`src/rtl/serial_sram_slave.sv`:
```
module serial_sram_slave #(
  parameter int ADDR_W = 8
) (
  input  logic       clk,
  input  logic       rst_n,
  input  logic       cs_n,
  input  logic       sck,
  input  logic       hold_n,
  input  logic [3:0] sio_in,
  output logic [3:0] sio_out,
  output logic [3:0] sio_oe
);

  localparam int DEPTH = 1 << ADDR_W;
  localparam logic [7:0] OP_READ   = 8'h03;
  localparam logic [7:0] OP_WRITE  = 8'h02;
  localparam logic [7:0] OP_DUAL   = 8'h3B;
  localparam logic [7:0] OP_QUAD   = 8'h38;
  localparam logic [7:0] OP_SINGLE = 8'hFF;

  typedef enum logic [2:0] {PH_IDLE, PH_CMD, PH_ADDR, PH_RD, PH_WR, PH_SKIP} phase_t;
  typedef enum logic [1:0] {LN_1, LN_2, LN_4} lanes_t;

  logic [7:0]        mem [DEPTH];
  phase_t            phase;
  lanes_t            mode;
  logic              cs_q, sck_q, held_r, drv_r, wr_pend, is_rd;
  logic [4:0]        bcnt;
  logic [3:0]        ocnt;
  logic [23:0]       sh;
  logic [7:0]        obuf, wdata;
  logic [ADDR_W-1:0] addr, waddr;

  logic [2:0]  step;
  logic [3:0]  in_mask, lane_mask, out_lanes;
  logic [23:0] sh_nx;
  logic [5:0]  cnt_nx;

  wire selected  = !cs_n && phase != PH_IDLE;
  wire cs_fall   = cs_q && !cs_n;
  wire sck_rise  = selected && !held_r && sck && !sck_q;
  wire sck_fall  = selected && !held_r && !sck && sck_q;
  wire pause_pin = !hold_n && mode != LN_4;
  wire drive     = selected && phase == PH_RD && drv_r && !held_r && !pause_pin;

  always_comb begin
    case (mode)
      LN_2: begin
        step = 3'd2; in_mask = 4'b0011; lane_mask = 4'b0011; out_lanes = {2'b00, obuf[7:6]};
      end
      LN_4: begin
        step = 3'd4; in_mask = 4'b1111; lane_mask = 4'b1111; out_lanes = obuf[7:4];
      end
      default: begin
        step = 3'd1; in_mask = 4'b0001; lane_mask = 4'b0010; out_lanes = {2'b00, obuf[7], 1'b0};
      end
    endcase
  end

  assign sh_nx   = (sh << step) | {20'd0, sio_in & in_mask};
  assign cnt_nx  = {1'b0, bcnt} + {3'd0, step};
  assign sio_oe  = drive ? lane_mask : 4'b0000;
  assign sio_out = drive ? out_lanes : 4'b0000;

  always_ff @(posedge clk) begin
    if (wr_pend) mem[waddr] <= wdata;
  end

  always_ff @(posedge clk or negedge rst_n) begin
    if (!rst_n) begin
      cs_q    <= 1'b0;
      sck_q   <= 1'b0;
      held_r  <= 1'b0;
      drv_r   <= 1'b0;
      wr_pend <= 1'b0;
      is_rd   <= 1'b0;
      phase   <= PH_IDLE;
      mode    <= LN_1;
      bcnt    <= '0;
      ocnt    <= '0;
      sh      <= '0;
      obuf    <= '0;
      wdata   <= '0;
      addr    <= '0;
      waddr   <= '0;
    end else begin
      cs_q    <= cs_n;
      sck_q   <= sck;
      wr_pend <= 1'b0;
      if (cs_n || phase == PH_IDLE || mode == LN_4) held_r <= 1'b0;
      else if (!sck) held_r <= !hold_n;

      if (cs_n) begin
        phase <= PH_IDLE;
        drv_r <= 1'b0;
      end else if (cs_fall) begin
        phase <= PH_CMD;
        bcnt  <= '0;
        drv_r <= 1'b0;
      end else if (sck_rise) begin
        sh <= sh_nx;
        case (phase)
          PH_CMD: begin
            if (cnt_nx == 6'd8) begin
              bcnt <= '0;
              case (sh_nx[7:0])
                OP_READ:   begin phase <= PH_ADDR; is_rd <= 1'b1; end
                OP_WRITE:  begin phase <= PH_ADDR; is_rd <= 1'b0; end
                OP_DUAL:   begin phase <= PH_SKIP; mode <= LN_2; end
                OP_QUAD:   begin phase <= PH_SKIP; mode <= LN_4; end
                OP_SINGLE: begin phase <= PH_SKIP; mode <= LN_1; end
                default:   phase <= PH_SKIP;
              endcase
            end else bcnt <= cnt_nx[4:0];
          end
          PH_ADDR: begin
            if (cnt_nx == 6'd24) begin
              bcnt  <= '0;
              addr  <= sh_nx[ADDR_W-1:0];
              ocnt  <= '0;
              phase <= is_rd ? PH_RD : PH_WR;
            end else bcnt <= cnt_nx[4:0];
          end
          PH_WR: begin
            if (cnt_nx == 6'd8) begin
              bcnt    <= '0;
              wr_pend <= 1'b1;
              wdata   <= sh_nx[7:0];
              waddr   <= addr;
              addr    <= addr + 1'b1;
            end else bcnt <= cnt_nx[4:0];
          end
          default: ;
        endcase
      end else if (sck_fall && phase == PH_RD) begin
        if (ocnt == 4'd0) begin
          obuf  <= mem[addr];
          addr  <= addr + 1'b1;
          ocnt  <= 4'd8 - {1'b0, step};
          drv_r <= 1'b1;
        end else begin
          obuf <= obuf << step;
          ocnt <= ocnt - {1'b0, step};
        end
      end
    end
  end

  AST_IDLE_AFTER_DESELECT: assert property (@(posedge clk) disable iff (!rst_n)
    cs_n |=> phase == PH_IDLE);
  AST_OBUF_ON_FALL_ONLY: assert property (@(posedge clk) disable iff (!rst_n)
    !sck_fall |=> $stable(obuf));
  AST_SHIFT_ON_RISE_ONLY: assert property (@(posedge clk) disable iff (!rst_n)
    !sck_rise |=> $stable(sh));
  AST_COMMIT_ONE_CYCLE: assert property (@(posedge clk) disable iff (!rst_n)
    wr_pend |=> !wr_pend);
  AST_PAUSE_FREEZES_COUNT: assert property (@(posedge clk) disable iff (!rst_n)
    (held_r && !cs_n) |=> $stable(bcnt));
  AST_PAUSE_NEEDS_SELECT: assert property (@(posedge clk) disable iff (!rst_n)
    held_r |-> $past(!cs_n));
  AST_QUAD_NEVER_PAUSED: assert property (@(posedge clk) disable iff (!rst_n)
    mode == LN_4 |-> !held_r);

endmodule

```
`config.mk`:
```
export PLATFORM = sky130hd
export DESIGN_NAME = serial_sram_slave
export DESIGN_NICKNAME = d
export VERILOG_FILES = /design/src/rtl/serial_sram_slave.sv
export SDC_FILE = /design/constraint.sdc
export NUM_CORES = 2
export LEC_CHECK = 0
export BUFFER_PORTS_ARGS = -buffer_cell sky130_fd_sc_hd__clkbuf_2
export CAP_MARGIN = 20
export CORE_MARGIN = 3
export CORE_UTILIZATION = 40
export CTS_CLUSTER_SIZE = 30
export DETAILED_ROUTE_END_ITERATION = 8
export GPL_TIMING_DRIVEN = 0
export SETUP_SLACK_MARGIN = 0.2
export SYNTH_ARGS = -nofsm -noshare
export SYNTH_HDL_FRONTEND = slang
export SYNTH_SLANG_ARGS = --single-unit
```
`constraint.sdc`:
```
create_clock -name clk -period 5 [get_ports clk]
set_clock_uncertainty 0.1 [all_clocks]
set_input_delay 0.25 -clock clk [delete_from_list [all_inputs] [get_ports clk]]
set_output_delay 0.25 -clock clk [all_outputs]
set_load 0.02 [all_outputs]
```
==> summary.md <==
| Metric | Value |
|---|---|
| Status | finished, violations left |
| Violated checks | negative setup slack |
| Clk Latency, worst-skew pair | 870 ps |
| Period minus WS final | 5140 ps |
| P_leak | 24.9 nW |
| Ports | 17 |
| Crit path DAT | 5800 ps |
| Top post-synthesis cells by area | edfxtp_1 (74%), mux4_2 (14%), mux2i_1 (2.3%), dfrtp_1 (1.8%), nor2_1 (1.5%) |
| IO buf count | 16 |
| Distinct cells, synth | 75 |
| Drt total wl | 318 mm |
| Sink Count | 2,108 |
| Worst slew margin | 0.0788 |
| Critical path capture point type | register |
| Required time worst endpoint | approximately 5700 ps |
| Synthesized cell area | 83,400 um2 |
| Clock slew at reported path FFs | ~70 ps |
| Average wire per cell in the routed design | 42.9 um |
| Final TNS setup | -308 ps |
| RSZ-0062 raised after global routing | true |
| Initial antenna violation count | 30 |
| Final ANT Viol Nets | 0 |
| MaxCap Viol Count | 0 |
| Worst reg-to-reg path cell count | 9 |
| Tightest Pin Transition | approximately 1400 ps |
| Dpl cells | roughly 7,000 |
| Synthesized Nets | 4,145 |
| GRT Overall Usage | 0.293 |
| Initial core utilization | 0.405 |
| Via count | 48,000 |
| Asr flop ratio synth | 0.0285 |
| Number of global-route vias before repair | 45,000 |
| Mapped Avg Cell Area | 20.2 um2 |
| CTS buffer count | 210 |
| DR pass1 iterations | 6 |
| Global-route wire length before repair | approximately 420 mm |
| 1st-iter DRT viols | between 9,000 and 10,000 |
| Global route total overflow | 0 |
| Core area | 206,000 um2 |
| Power Density | 423 nW/um2 |
| RR Endpoint | obuf[4] |
| Area Growth Syn to Fin | 14.5% |
| Synth area leader | edfxtp_1 |
| Critical path fanouts, max | 10 |
| Startpoint Class | register |
| Sequential share of the synthesized area | 0.755 |
| Post-route setup slack | -144 ps |
| Final std cells w/o fill | around 7,400 |
| NumNets Final | roughly 4,500 |
| Crit path kind | reg -> reg |
| YS warnings | 0 |
| Hpwl dp | 209 mm |
| Top post-synthesis cells by count | edfxtp_1 (2,048), mux4_2 (504), nor2_1 (326), mux2i_1 (191), nand2_1 (154) |
| Cell Rows | ~170 |
| CTS tree | yes |
| H-tree levels | 4 |
| Cells after synthesis | 4,127 |
| GPL Wtd Cong | between 1 and 1.5 |
| Die W | 463 um |
| Top_reg_cell synth | edfxtp_1 |
| Hold Crit Class | in -> reg |
| Fraction of layout cells with a size suffix above 1 | 0.235 |
| Top-area cell type share of the netlist area | 0.737 |
| R2r setup slk | -140 ps |
| Tcrit/Tclk final | 1.03 |
| Clk buf depth | 3 |
| DRC Markers | 0 |
| Setup crit end | obuf[4] |
| DIE HEIGHT | 463 um |
| F_max | 0.194 GHz |
| Clk root buf | clkbuf_16 |
| Layout filler cell count | 17,300 |
| Critical path startpoint | addr[2] |
| Top-count cell post-synth | edfxtp_1 |
| Largest net degree at the start of global routing | around 100 |
| Die area | 214,000 um2 |
| Peak supply drop | 0.364 mV |
| Final hold violations | 0 |
| Vias per cell | 6.49 |
| Seq cells post-synth | 2,108 |
| Post-synth EDFFs | 2,048 |
| Slew Limit Fails | 0 |
| Reg2Reg Launch Point | addr[2] |
| Final setup viols | 3 |
[repair_timing]
action | 4_1_cts | 5_1_grt
hold buffers | 13 | 0
buffers inserted | 0 | 0
endpoints found under the hold margin | 86 | 0
endpoints found under the setup margin | 8 | 6
resized for setup | 59 | 17
[sequential cells by signal, indices dropped and copies added (netlist names)]
name / cells
obuf: 8
drv_r: 1
wdata: 8
mem: 2048
is_rd: 1
waddr: 8
held_r: 1
cs_q: 1
addr: 8
bcnt: 5
mode: 2
ocnt: 4
sck_q: 1
phase: 3
wr_pend: 1
sh: 8
[metrics by stage]
| step | util | setup slack, ps | cell area (um2) | power, mW | hold WS [ps] |
|---|---|---|---|---|---|
| after detailed placement | 0.429 | -1060 | 88500 | 25.1 | 83.7 |
| after global placement | 0.422 | -2910 | 86900 | 24.9 | 298 |
| after global routing | 0.463 | 151 | 95400 | 41.0 | 238 |
| after floorplan | - | 913 | 83400 | 21.9 | -146 |
| final | 0.463 | -144 | 95500 | 40.4 | 195 |
| after CTS | 0.463 | 97.2 | 95300 | 40.2 | 153 |
[cells by family after synthesis]
kind of cell             after synthesis  synth area share
flip-flops                          2108             0.755
adder cells (fa/ha/maj)                9           0.00135
AND/OR/NAND/NOR                      659            0.0346
multiplexers                         711             0.161
XOR/XNOR                              10           0.00105
AO/OA/AOI/OAI                        362            0.0293
buffers and inverters                268            0.0170
[routing by layer]
layer  GRT usage  vias to the layer above  share of wire
met4       0.172                       20          0.069
li1            -                    17700              -
met1       0.384                    25400           0.35
met2       0.409                     4069           0.42
met5      0.0102                        -         0.0012
met3       0.120                      799           0.15
[cell usage in the layout (no fill, tap or decap), types with 36 or more instances in the layout]
cell	instances
edfxtp_1	2048
mux4_2	504
nor2_1	325
clkbuf_16	215
mux2i_1	191
nand2_1	153
clkbuf_1	150
o21ai_0	72
a21oi_1	67
buf_4	55
clkbuf_2	51
dfrtp_1	51
nand3_1	46
clkinv_1	44
buf_6	42
a22oi_1	36
[layout make-up]
cell class                 instances  area [um2]  share of cell area
antenna                           15        37.5            0.000393
tap                             2772        3470              0.0363
inverter                          17        68.8            0.000721
buffer                           251        1580              0.0165
sequential                      2108       63000               0.660
multi-input combinational       1751       19100               0.200
clock inverter                   104         907             0.00950
timing repair buffer             101        1660              0.0174
clock buffer                     285        5670              0.0594
[how the worst min path moves through the flow]
| stage | start | end | cells after the start |
|---|---|---|---|
| after floorplan | rst_n | addr[0] | 0 |
| after global placement | cs_n | cs_q | 1 |
| after detailed placement | rst_n | cs_q | 1 |
| after CTS | sck | held_r | 5 |
| after global routing | sck | held_r | 5 |
| final | hold_n | held_r | 5 |
[critical path, cell delays in order, from the launching register on]
cell and delay [ps]:
dfrtp_1 480, buf_2 510, buf_2 740, buf_2 870, clkbuf_2 760, a31oi_1 180
a2111oi_1 580, buf_2 310, o32ai_1 140, o221a_2 270
[report_power, final]
part	switching, mW	internal [mW]
Sequential	0.0254	19.1
Clock	6.88	8.61
Combinational	4.29	1.52
Total	11.2	29.2
No activity file was read; power rests on OpenSTA's default activity.
